[config.mk]
export PLATFORM = sky130hd
export DESIGN_NAME = sp_sig_rounder
export DESIGN_NICKNAME = d
export VERILOG_FILES = /design/src/rtl/rnd_pkg.sv /design/src/rtl/rnd_tap.sv /design/src/rtl/rnd_decide.sv /design/src/rtl/rnd_incr.sv /design/src/rtl/sp_sig_rounder.sv
export SDC_FILE = /design/constraint.sdc
export NUM_CORES = 1
export LEC_CHECK = 0
export CAP_MARGIN = 10
export CELL_PAD_IN_SITES_DETAIL_PLACEMENT = 1
export CELL_PAD_IN_SITES_GLOBAL_PLACEMENT = 1
export CORE_MARGIN = 8
export CORE_UTILIZATION = 18
export DETAILED_ROUTE_END_ITERATION = 12
export GPL_TIMING_DRIVEN = 0
export PLACE_DENSITY = 0.87
export SLEW_MARGIN = 20
export SYNTH_ARGS = -nofsm -noshare
export SYNTH_HDL_FRONTEND = slang
export SYNTH_SLANG_ARGS = --single-unit
[constraint.sdc]
create_clock -name vclk -period 5.2
set_clock_uncertainty 0.1 [all_clocks]
set_input_delay 1.04 -clock vclk [all_inputs]
set_output_delay 1.04 -clock vclk [all_outputs]
set_load 0.01 [all_outputs]
[src/rtl/rnd_pkg.sv]
package rnd_pkg;
   typedef enum logic [1:0] {
      RM_NEAR = 2'b00,
      RM_ZERO = 2'b01,
      RM_UP   = 2'b10,
      RM_DOWN = 2'b11
   } rnd_mode_e;

   typedef struct packed {
      logic lsb;
      logic guard;
      logic round;
      logic sticky;
   } rnd_bits_t;
endpackage

[src/rtl/rnd_tap.sv]
module rnd_tap
   import rnd_pkg::*;
#(
   parameter int SIG_W  = 53,
   parameter int KEEP_W = 24
) (
   input  logic [SIG_W-1:0] sig_i,
   input  logic             ext_g_i,
   input  logic             ext_r_i,
   input  logic             ext_x_i,
   output rnd_bits_t        bits_o
);
   localparam int LSB_IDX = SIG_W - KEEP_W;
   localparam int GRD_IDX = LSB_IDX - 1;
   localparam int RND_IDX = LSB_IDX - 2;
   localparam int TAIL_W  = RND_IDX;

   logic tail_or;

   generate
      if (KEEP_W < 1 || KEEP_W + 2 > SIG_W) begin : g_bad_cfg
         $error("rnd_tap: KEEP_W must leave room for guard and round bits");
      end
      if (TAIL_W > 0) begin : g_tail
         assign tail_or = |sig_i[TAIL_W-1:0];
      end else begin : g_no_tail
         assign tail_or = 1'b0;
      end
   endgenerate

   always_comb begin
      bits_o.lsb    = sig_i[LSB_IDX];
      bits_o.guard  = sig_i[GRD_IDX];
      bits_o.round  = sig_i[RND_IDX];
      bits_o.sticky = tail_or | ext_g_i | ext_r_i | ext_x_i;
   end
endmodule

[src/rtl/rnd_decide.sv]
module rnd_decide
   import rnd_pkg::*;
(
   input  logic      sign_i,
   input  logic [1:0] mode_i,
   input  rnd_bits_t bits_i,
   output logic      inc_o,
   output logic      inexact_o
);
   rnd_mode_e mode;
   logic      lost;

   always_comb begin
      mode = rnd_mode_e'(mode_i);
      lost = bits_i.guard | bits_i.round | bits_i.sticky;
      unique case (mode)
         RM_NEAR: inc_o = bits_i.guard & (bits_i.lsb | bits_i.round | bits_i.sticky);
         RM_ZERO: inc_o = 1'b0;
         RM_UP:   inc_o = ~sign_i & lost;
         RM_DOWN: inc_o = sign_i & lost;
         default: inc_o = 1'b0;
      endcase
      inexact_o = lost;
   end

   // checks tied to R2 and R10
   always_comb begin
      if (mode_i == 2'b01) begin
         p_rtz_hold_r2: assert (!inc_o) else $error("toward-zero incremented");
      end
      if (!(bits_i.guard || bits_i.round || bits_i.sticky)) begin
         p_exact_no_inc_r10: assert (!inc_o) else $error("exact value incremented");
      end
   end
endmodule

[src/rtl/rnd_incr.sv]
module rnd_incr #(
   parameter int KEEP_W = 24,
   parameter int EXP_W  = 12
) (
   input  logic [KEEP_W-1:0] top_i,
   input  logic              inc_i,
   input  logic [EXP_W-1:0]  exp_i,
   output logic [KEEP_W-1:0] top_o,
   output logic [EXP_W-1:0]  exp_o,
   output logic              carry_o
);
   localparam int SUM_W = KEEP_W + 1;

   logic [SUM_W-1:0] sum;

   generate
      if (EXP_W < 2) begin : g_bad_exp
         $error("rnd_incr: EXP_W too small");
      end
   endgenerate

   always_comb begin
      sum     = {1'b0, top_i} + SUM_W'(inc_i);
      carry_o = sum[SUM_W-1];
      if (carry_o) begin
         top_o = {1'b1, sum[KEEP_W-1:1]};
         exp_o = exp_i + EXP_W'(1);
      end else begin
         top_o = sum[KEEP_W-1:0];
         exp_o = exp_i;
      end
   end

   // checks tied to R6 and R7
   always_comb begin
      if (carry_o) begin
         p_carry_lead_r7: assert (top_o[KEEP_W-1] && exp_o == EXP_W'(exp_i + EXP_W'(1)))
            else $error("carry without renormalisation");
      end else begin
         p_nocarry_exp_r6: assert (exp_o == exp_i) else $error("exponent moved without carry");
      end
   end
endmodule

[src/rtl/sp_sig_rounder.sv]
module sp_sig_rounder
   import rnd_pkg::*;
#(
   parameter int SIG_W  = 53,
   parameter int KEEP_W = 24,
   parameter int EXP_W  = 12
) (
   input  logic             sign_i,
   input  logic [EXP_W-1:0] exp_i,
   input  logic [SIG_W-1:0] sig_i,
   input  logic             ext_g_i,
   input  logic             ext_r_i,
   input  logic             ext_x_i,
   input  logic [1:0]       mode_i,
   output logic [SIG_W-1:0] sig_o,
   output logic [EXP_W-1:0] exp_o,
   output logic             inc_o,
   output logic             inexact_o
);
   localparam int LOW_W = SIG_W - KEEP_W;

   rnd_bits_t         bits;
   logic [KEEP_W-1:0] top_rnd;
   logic              carry;

   rnd_tap #(.SIG_W(SIG_W), .KEEP_W(KEEP_W)) u_tap (
      .sig_i   (sig_i),
      .ext_g_i (ext_g_i),
      .ext_r_i (ext_r_i),
      .ext_x_i (ext_x_i),
      .bits_o  (bits)
   );

   rnd_decide u_decide (
      .sign_i    (sign_i),
      .mode_i    (mode_i),
      .bits_i    (bits),
      .inc_o     (inc_o),
      .inexact_o (inexact_o)
   );

   rnd_incr #(.KEEP_W(KEEP_W), .EXP_W(EXP_W)) u_incr (
      .top_i   (sig_i[SIG_W-1:LOW_W]),
      .inc_i   (inc_o),
      .exp_i   (exp_i),
      .top_o   (top_rnd),
      .exp_o   (exp_o),
      .carry_o (carry)
   );

   assign sig_o = {top_rnd, {LOW_W{1'b0}}};

   // an increment is only possible when bits were lost
   always_comb begin
      if (inc_o) begin
         p_inc_needs_inexact_r9: assert (inexact_o) else $error("increment on exact value");
      end
      if (carry) begin
         p_carry_from_inc_r7: assert (inc_o) else $error("carry without increment");
      end
   end
endmodule

==> results.py, run 1 <==
metrics = {
    "detailed_routing": {
        "drtIter0Drc": 25,
        "wl_per_cell_um": 15.6,
        "wl_um": 6380,
        "drtPass1Iterations": 4,
        "routed_via_density": 4.46,
        "drc_errors": 0,
        "num_vias": 1829,
        "drt.antenna.violating_nets": 0,
    },
    "grt": {
        "grt_pass1_wl_um": 10000,
        "grt_max_degree": 11,
        "antenna_found_initial": 0,
        "gr-usage-all-layers": 0.123,
        "first_global_vias": 2063,
        "grt_overflow": 0,
    },
    "hold_path": {
        "hold_depth": 3,
        "hold_class": "in -> out",
        "hp-start": "exp_i[10]",
    },
    "power": {
        "peakVddDrop_mv": 0.0287,
        "pwr_density_cell_mw_per_mm2": 66.0,
        "p_leak_uw": 0.00119,
        "power_uw": 178,
    },
    "critical_path": {
        "worstPathRequired_ns": 4.06,
        "crit_arrival_ns": 3.97,
        "crit_type": "in -> out",
        "cp_max_fo": 9,
        "startpoint": "sig_i[17]",
        "start_kind": "input port",
        "endpoint_kind": "output pin",
    },
    "cells_and_area": {
        "diodes": 0,
        "multiInputGateArea_mm2": 0.00117,
        "area_growth_pct": 124,
        "fill_cells": 826,
        "postLayoutCellArea_mm2": 0.00270,
        "regArea_um2": 0,
        "final_cells": 410,
        "nets": 406,
        "n_sequential_cell": 0,
        "final_cell_mix": "87 x clkdlybuf4s50_1, 39 x buf_4, 29 x conb_1",
        "clock_buffers": 0,
        "layout_commonest_cell": "clkdlybuf4s50_1",
        "drive_gt1_frac": 0.215,
    },
    "sta": {
        "rsz0062_at_grt": "true",
        "finalHoldViolCount": 0,
        "final.setup.tns_ns": 0,
        "tightest_slew_ns": 0.700,
        "min_period_ns": 5.11,
        "fmax_ghz": 0.196,
        "setup_viol": 0,
        "slew_viol_final": 0,
        "maxSlewHeadroom": 0.526,
        "period_share": 0.984,
    },
    "die": {
        "num_rows": 30,
        "initial_core_util": 0.182,
        "core_mm2": 0.00664,
        "num_io_pins": 138,
        "die_x_um": 97.9,
        "dieArea_mm2": 0.00958,
        "die_y_um": 97.9,
    },
    "logic_synthesis": {
        "synth_top_area_share": 0.187,
        "syn_area_mm2": 0.00121,
        "syn-instance-count": 183,
        "syn_area_per_cell_um2": 6.59,
        "yosys-top-cells-area": "buf_4 19%, xnor2_1 13%, nand4_1 8.3%, xor2_1 6.5%, nor4_1 6.2%",
        "ys_types": 34,
        "synth_area_leader_cell": "buf_4",
        "synth_seq_area_share": 0,
        "synth_warnings": 0,
    },
    "placed_design": {
        "dpl.cell_count": 400,
        "port_buffers": 109,
        "place_congestion": 0.732,
        "dp_hpwl_um": 5490,
        "placed_cell_area_mm2": 0.00250,
    },
    "job": {
        "cap_violations": 0,
    },
    "clocking": {
        "holdBufCountCts": 0,
    },
    "run_status": {
        "status": "finished, final reports clean",
    },
}
synthesized netlist by cell type (2+ instances only):
library cell,instances
mux2i_1,2
o21ai_0,5
xor2_1,9
inv_1,5
xnor2_1,18
and3_1,3
nor3_1,12
nand3_1,10
nand4_1,16
a221oi_1,2
and4_1,3
nand2_1,17
nor4_1,12
nor2_1,12
buf_2,2
mux2_2,2
or3_1,4
or3_2,2
ha_1,3
buf_4,30
metal layers:
layer	wire length, um	global-route usage	up-vias
met5	0	0	-
met3	521	0.0420	4
met2	3380	0.241	69
met4	76	0.0180	0
met1	2400	0.124	849
li1	-	-	907
path summary, 6_finish.rpt:
path,endpoint,slack (ns)
max,sig_o[43],0.09
min,exp_o[10],2.71
report_power, final:
group | switching, uW | internal, uW | leakage (uW) | total, uW
clock network | 0 | 0 | 0 | 0
registers | 0 | 0 | 0 | 0
logic | 72.3 | 106 | 0.00119 | 178
cell type report:
class / instances / share of cell area
plain buffers: 33 / 0.0940
multi-input cells: 173 / 0.434
well taps: 80 / 0.0370
inverters: 5 / 0.00694
repair buffers: 119 / 0.428
metrics by stage:
stage	hold WS (ns)	util	setup WS, ns
finish	2.71	0.407	0.0851
global route	2.74	0.407	-0.0765
CTS	2.87	0.392	0.00328
detailed placement	2.99	0.377	-0.683
global placement	2.97	0.377	-0.569
floorplan	2.06	-	0.590
critical path: stages:
cell and delay (ns):
clkdlybuf4s50_1 0.47, nor4_2 0.05, nand4_1 0.17, nor2_2 0.07
a221oi_2 0.32, ha_2 0.28, ha_4 0.16, nand3_4 0.11
or3_2 0.45, or3_1 0.38, buf_6 0.15, nand2_1 0.05
dlygate4sd2_1 0.26
cell families after synthesis:
group                    after synthesis  synth area share
AO/OA/AOI/OAI                         11            0.0622
adder cells (fa/ha/maj)                3            0.0311
other                                  1           0.00311
multiplexers                           5            0.0446
AND/OR/NAND/NOR                       98             0.443
buffers and inverters                 38             0.220
XOR/XNOR                              27             0.196
repair_timing:
action | 4_1_cts | 5_1_grt
buffers inserted | 7 | 3
gates resized for setup | 27 | 33
endpoints found under the setup margin | 36 | 32
pin swaps | 3 | 7
gates cloned | 0 | 0
(Power assumes the default switching activity.)
==> run 2: changes to the inputs <==
==> constraint.sdc (replaced) <==
create_clock -name vclk -period 5.2
set_clock_uncertainty 0.1 [all_clocks]
set_input_delay 0.78 -clock vclk [all_inputs]
set_output_delay 0.78 -clock vclk [all_outputs]
set_load 0.01 [all_outputs]
==> run 2 against run 1 <==
Effect of this change:
- final area fell by 5.4%
- flip-flop and latch count unchanged
- sequential share of layout area did not move
- setup slack improved by 0.14 ns
- die area stayed put
- maximum frequency rose by 2.9%
- highest routed layer unchanged
==> results.py, run 2 (synthesis results as in run 1) <==
metrics = {
    "sta": {
        "final.setup.tns_ns": 0,
        "maxSlewHeadroom": 0.559,
        "slew_viol_final": 0,
        "tightest_slew_ns": 0.652,
        "finalHoldViolCount": 0,
        "setup_viol": 0,
        "rsz0062_at_grt": "false",
        "min_period_ns": 4.97,
        "period_share": 0.956,
        "fmax_ghz": 0.201,
    },
    "placed_design": {
        "dp_hpwl_um": 5490,
        "dpl.cell_count": 400,
        "port_buffers": 109,
        "place_congestion": 0.732,
    },
    "critical_path": {
        "critPathTopFamily": "simple AND/OR/NAND/NOR gates",
        "critPathMaxStageDelay_ns": 0.56,
        "cp_max_fo": 10,
        "crit_arrival_ns": 4.09,
        "start_kind": "input port",
        "cp_slowest_cell": "clkdlybuf4s50_1",
        "crit_type": "in -> out",
        "critPathBufInv": 3,
        "worstPathRequired_ns": 4.32,
        "cp_common_cell": "clkdlybuf4s50_1",
        "endpoint_kind": "output pin",
        "path_cells": "clkdlybuf4s50_1 -> nor4_1 -> nand4_1 -> o21ai_0 -> a221oi_2 -> ha_2 -> ha_4 -> nand3_4 -> or3_2 -> or3_1 -> buf_6 -> nand2_1 -> clkdlybuf4s50_1",
    },
    "detailed_routing": {
        "drtIter0Drc": 32,
        "num_vias": 1811,
        "wl_per_cell_um": 15.2,
        "drtPass1Iterations": 4,
        "drt.antenna.violating_nets": 0,
        "drc_errors": 0,
        "wl_um": 6080,
        "routed_via_density": 4.52,
    },
    "cells_and_area": {
        "fin_util": 0.385,
        "final_cells": 401,
        "n_sequential_cell": 0,
        "clock_buffers": 0,
        "area_growth_pct": 112,
        "drive_gt1_frac": 0.143,
        "diodes": 0,
        "multiInputGateArea_mm2": 0.00109,
        "regArea_um2": 0,
        "final_cell_mix": "108 x clkdlybuf4s50_1, 30 x buf_4, 29 x conb_1",
        "layout_commonest_cell": "clkdlybuf4s50_1",
        "fill_cells": 823,
        "nets": 397,
    },
    "grt": {
        "grt_pass1_wl_um": 9640,
        "antenna_found_initial": 0,
        "gr-usage-all-layers": 0.118,
        "grt_overflow": 0,
        "first_global_vias": 1989,
        "grt_max_degree": 11,
    },
    "die": {
        "die_x_um": 97.9,
        "num_io_pins": 138,
        "num_rows": 30,
        "dieArea_mm2": 0.00958,
        "initial_core_util": 0.182,
        "core_mm2": 0.00664,
        "die_y_um": 97.9,
    },
    "power": {
        "power_uw": 178,
        "pwr_density_cell_mw_per_mm2": 69.5,
        "peakVddDrop_mv": 0.0289,
        "p_leak_uw": 0.00102,
    },
    "clocking": {
        "holdBufCountCts": 0,
    },
    "job": {
        "cap_violations": 0,
    },
    "hold_path": {
        "hold_class": "in -> out",
    },
    "run_status": {
        "status": "finished, final reports clean",
    },
}
## run 2: cell count changes in the layout (fill, tap and decap cells not counted), moves of 2 or more
cell,delta
clkdlybuf4s15_1,-2
nor4_1,+3
nor4_4,-2
nor3_2,-4
dlymetal6s2s_1,-8
dlygate4sd2_1,-6
clkdlybuf4s50_1,+21
buf_4,-9
nor3_1,+5
clkbuf_2,-5
## run 2: path summary, 6_finish.rpt
path | cells past startpoint | slack (ns) | startpoint | endpoint
hold / removal | 3 | 2.28 | exp_i[1] | exp_o[1]
setup / recovery | 13 | 0.23 | sig_i[20] | sig_o[39]
## run 2: what timing repair did
action | 4_1_cts | 5_1_grt
endpoints found under the setup margin | 17 | 19
resized for setup | 4 | 5
pin swaps | 0 | 2
setup buffers | 0 | 1
## run 2: area by class of cell
class / instances / share of cell area
tap: 80 / 0.0391
multi-input combinational: 173 / 0.425
inverter: 5 / 0.00734
timing repair buffer: 110 / 0.431
buffer: 33 / 0.0978
## run 2: tightest hold or removal path: cells and delay by family
kind                   cells  cell delay, ns
buffers and inverters      2            0.67
muxes                      1            0.14
## run 2: stage by stage
step | hold slack, ns | area (um^2) | worst slack, ns
global route | 2.37 | 2560 | 0.0243
finish | 2.28 | 2560 | 0.228
CTS | 2.48 | 2520 | 0.0344
global placement | 2.45 | 2500 | -0.0492
detailed placement | 2.47 | 2500 | -0.163
floorplan | 1.54 | 1310 | 1.11
## run 2: layer usage
metal	share of wire	wire, um	track usage	vias to the layer above
li1	-	-	-	890
met1	0.38	2290	0.120	844
met2	0.53	3210	0.233	73
met3	0.086	526	0.0413	4
met4	0.0079	48	0.00839	0
met5	0	0	0	-
## run 2: power by group
group          switching (uW)  total [uW]  internal [uW]
clock                       0           0              0
combinational            69.3         178            109
sequential                  0           0              0
total                    69.3         178            109
==> run 3: changes to the inputs <==
--- a/config.mk
+++ b/config.mk
@@ -8,7 +8,7 @@
 export CAP_MARGIN = 10
 export CELL_PAD_IN_SITES_DETAIL_PLACEMENT = 1
 export CELL_PAD_IN_SITES_GLOBAL_PLACEMENT = 1
-export CORE_MARGIN = 8
+export CORE_MARGIN = 4
 export CORE_UTILIZATION = 18
 export DETAILED_ROUTE_END_ITERATION = 12
 export GPL_TIMING_DRIVEN = 0
==> run 3 against run 2 <==
Effect of this change:
- critical path type unchanged
- count of clock-buffer cells in the layout did not move
- maximum frequency increased by 0.23%
- combinational power about the same
- largest power group unchanged
- critical endpoint is now sig_o[31]
==> results.py, run 3 (synthesis results as in run 1) <==
metrics = {
    "sta": {
        "min_period_ns": 4.96,
        "maxSlewHeadroom": 0.546,
        "slew_viol_final": 0,
        "finalHoldViolCount": 0,
        "fmax_ghz": 0.202,
        "rsz0062_at_grt": "false",
        "period_share": 0.954,
        "setup_viol": 0,
        "tightest_slew_ns": 0.671,
    },
    "cells_and_area": {
        "area_growth_pct": 110,
        "clock_buffers": 0,
        "layout_commonest_cell": "clkdlybuf4s50_1",
        "fin_util": 0.394,
        "fill_cells": 813,
        "postLayoutCellArea_mm2": 0.00253,
        "diodes": 0,
        "final_cell_mix": "109 x clkdlybuf4s50_1, 30 x buf_4, 29 x conb_1",
        "n_sequential_cell": 0,
        "multiInputGateArea_mm2": 0.00108,
        "regArea_um2": 0,
        "drive_gt1_frac": 0.138,
        "nets": 396,
    },
    "detailed_routing": {
        "wl_um": 5750,
        "drtPass1Iterations": 4,
        "drtIter0Drc": 29,
        "wl_per_cell_um": 14.5,
        "routed_via_density": 4.39,
        "num_vias": 1741,
        "drc_errors": 0,
        "drt.antenna.violating_nets": 0,
    },
    "hold_path": {
        "hold_class": "in -> out",
        "hold_depth": 3,
    },
    "critical_path": {
        "cp_max_fo": 10,
        "start_kind": "input port",
        "crit_type": "in -> out",
        "worstPathRequired_ns": 4.32,
        "endpoint_kind": "output pin",
        "crit_arrival_ns": 4.08,
    },
    "die": {
        "core_mm2": 0.00642,
        "die_x_um": 89.9,
        "num_rows": 29,
        "dieArea_mm2": 0.00807,
        "initial_core_util": 0.188,
        "num_io_pins": 138,
        "die_y_um": 89.9,
    },
    "power": {
        "peakVddDrop_mv": 0.0294,
        "pwr_density_cell_mw_per_mm2": 69.1,
        "p_leak_uw": 0.00101,
    },
    "placed_design": {
        "place_congestion": 0.739,
        "dp_hpwl_um": 5240,
        "placed_cell_area_mm2": 0.00250,
        "port_buffers": 109,
    },
    "clocking": {
        "postCtsSetupRepairBufs": 0,
        "holdBufCountCts": 0,
    },
    "grt": {
        "antenna_found_initial": 0,
        "grt_overflow": 0,
        "first_global_vias": 1831,
        "gr-usage-all-layers": 0.135,
        "grt_pass1_wl_um": 9290,
        "grt_max_degree": 11,
    },
    "run_status": {
        "status": "finished, final reports clean",
    },
    "job": {
        "cap_violations": 0,
    },
}
run 3: cell count changes in the layout (fill, tap and decap cells not counted), sizes merged:
cell           previous run  this run
buf                      34        33
clkdlybuf4s50           108       109
dlymetal6s2s              1         0
run 3: worst paths after layout:
check,start,to,slack (ns)
setup / recovery,sig_i[13],sig_o[31],0.24
hold / removal,exp_i[11],exp_o[11],2.49
run 3: critical path: stages:
cell	delay (ns)
clkdlybuf4s50_1	0.50
nor4_1	0.06
nand4_1	0.10
o21ai_0	0.12
a221oi_2	0.28
ha_2	0.26
ha_1	0.25
nand3_4	0.15
or3_2	0.46
or3_1	0.37
buf_6	0.15
nand2_1	0.05
clkdlybuf4s50_1	0.54
run 3: report_power, final:
part / switching [uW] / internal, uW
Sequential: 0 / 0
Clock: 0 / 0
Combinational: 68.1 / 107
run 3: per-stage QoR:
stage / setup WS (ns) / instances / setup TNS, ns / total power, uW / hold WS [ns]
4_1_cts: 0.0509 / 397 / 0 / 174 / 2.50
5_1_grt: 0.000998 / 397 / 0 / 189 / 2.52
3_5_place_dp: -0.105 / 397 / -0.239 / 172 / 2.49
2_1_floorplan: 1.11 / 211 / 0 / 64.8 / 1.54
3_3_place_gp: 0.0260 / 397 / 0 / 169 / 2.45
6_report: 0.240 / 397 / 0 / 175 / 2.49
run 3: per-layer routing:
layer | part of all wire | global-route usage
met3 | 0.067 | 0.0259
met1 | 0.40 | 0.156
met4 | 0.0024 | 0.00383
met2 | 0.53 | 0.267
met5 | 0 | 0
run 3: layout make-up:
| class | count | share of cell area |
|---|---|---|
| Timing Repair Buffer | 109 | 0.431 |
| Multi-Input combinational cell | 173 | 0.426 |
| Buffer | 33 | 0.0974 |
| Tap cell | 77 | 0.0381 |
| Inverter | 5 | 0.00741 |
run 3: timing repair:
| action | 4_1_cts | 5_1_grt |
|---|---|---|
| endpoints found under the setup margin | 6 | 19 |
| pin swaps | 0 | 0 |
| resized for setup | 3 | 3 |
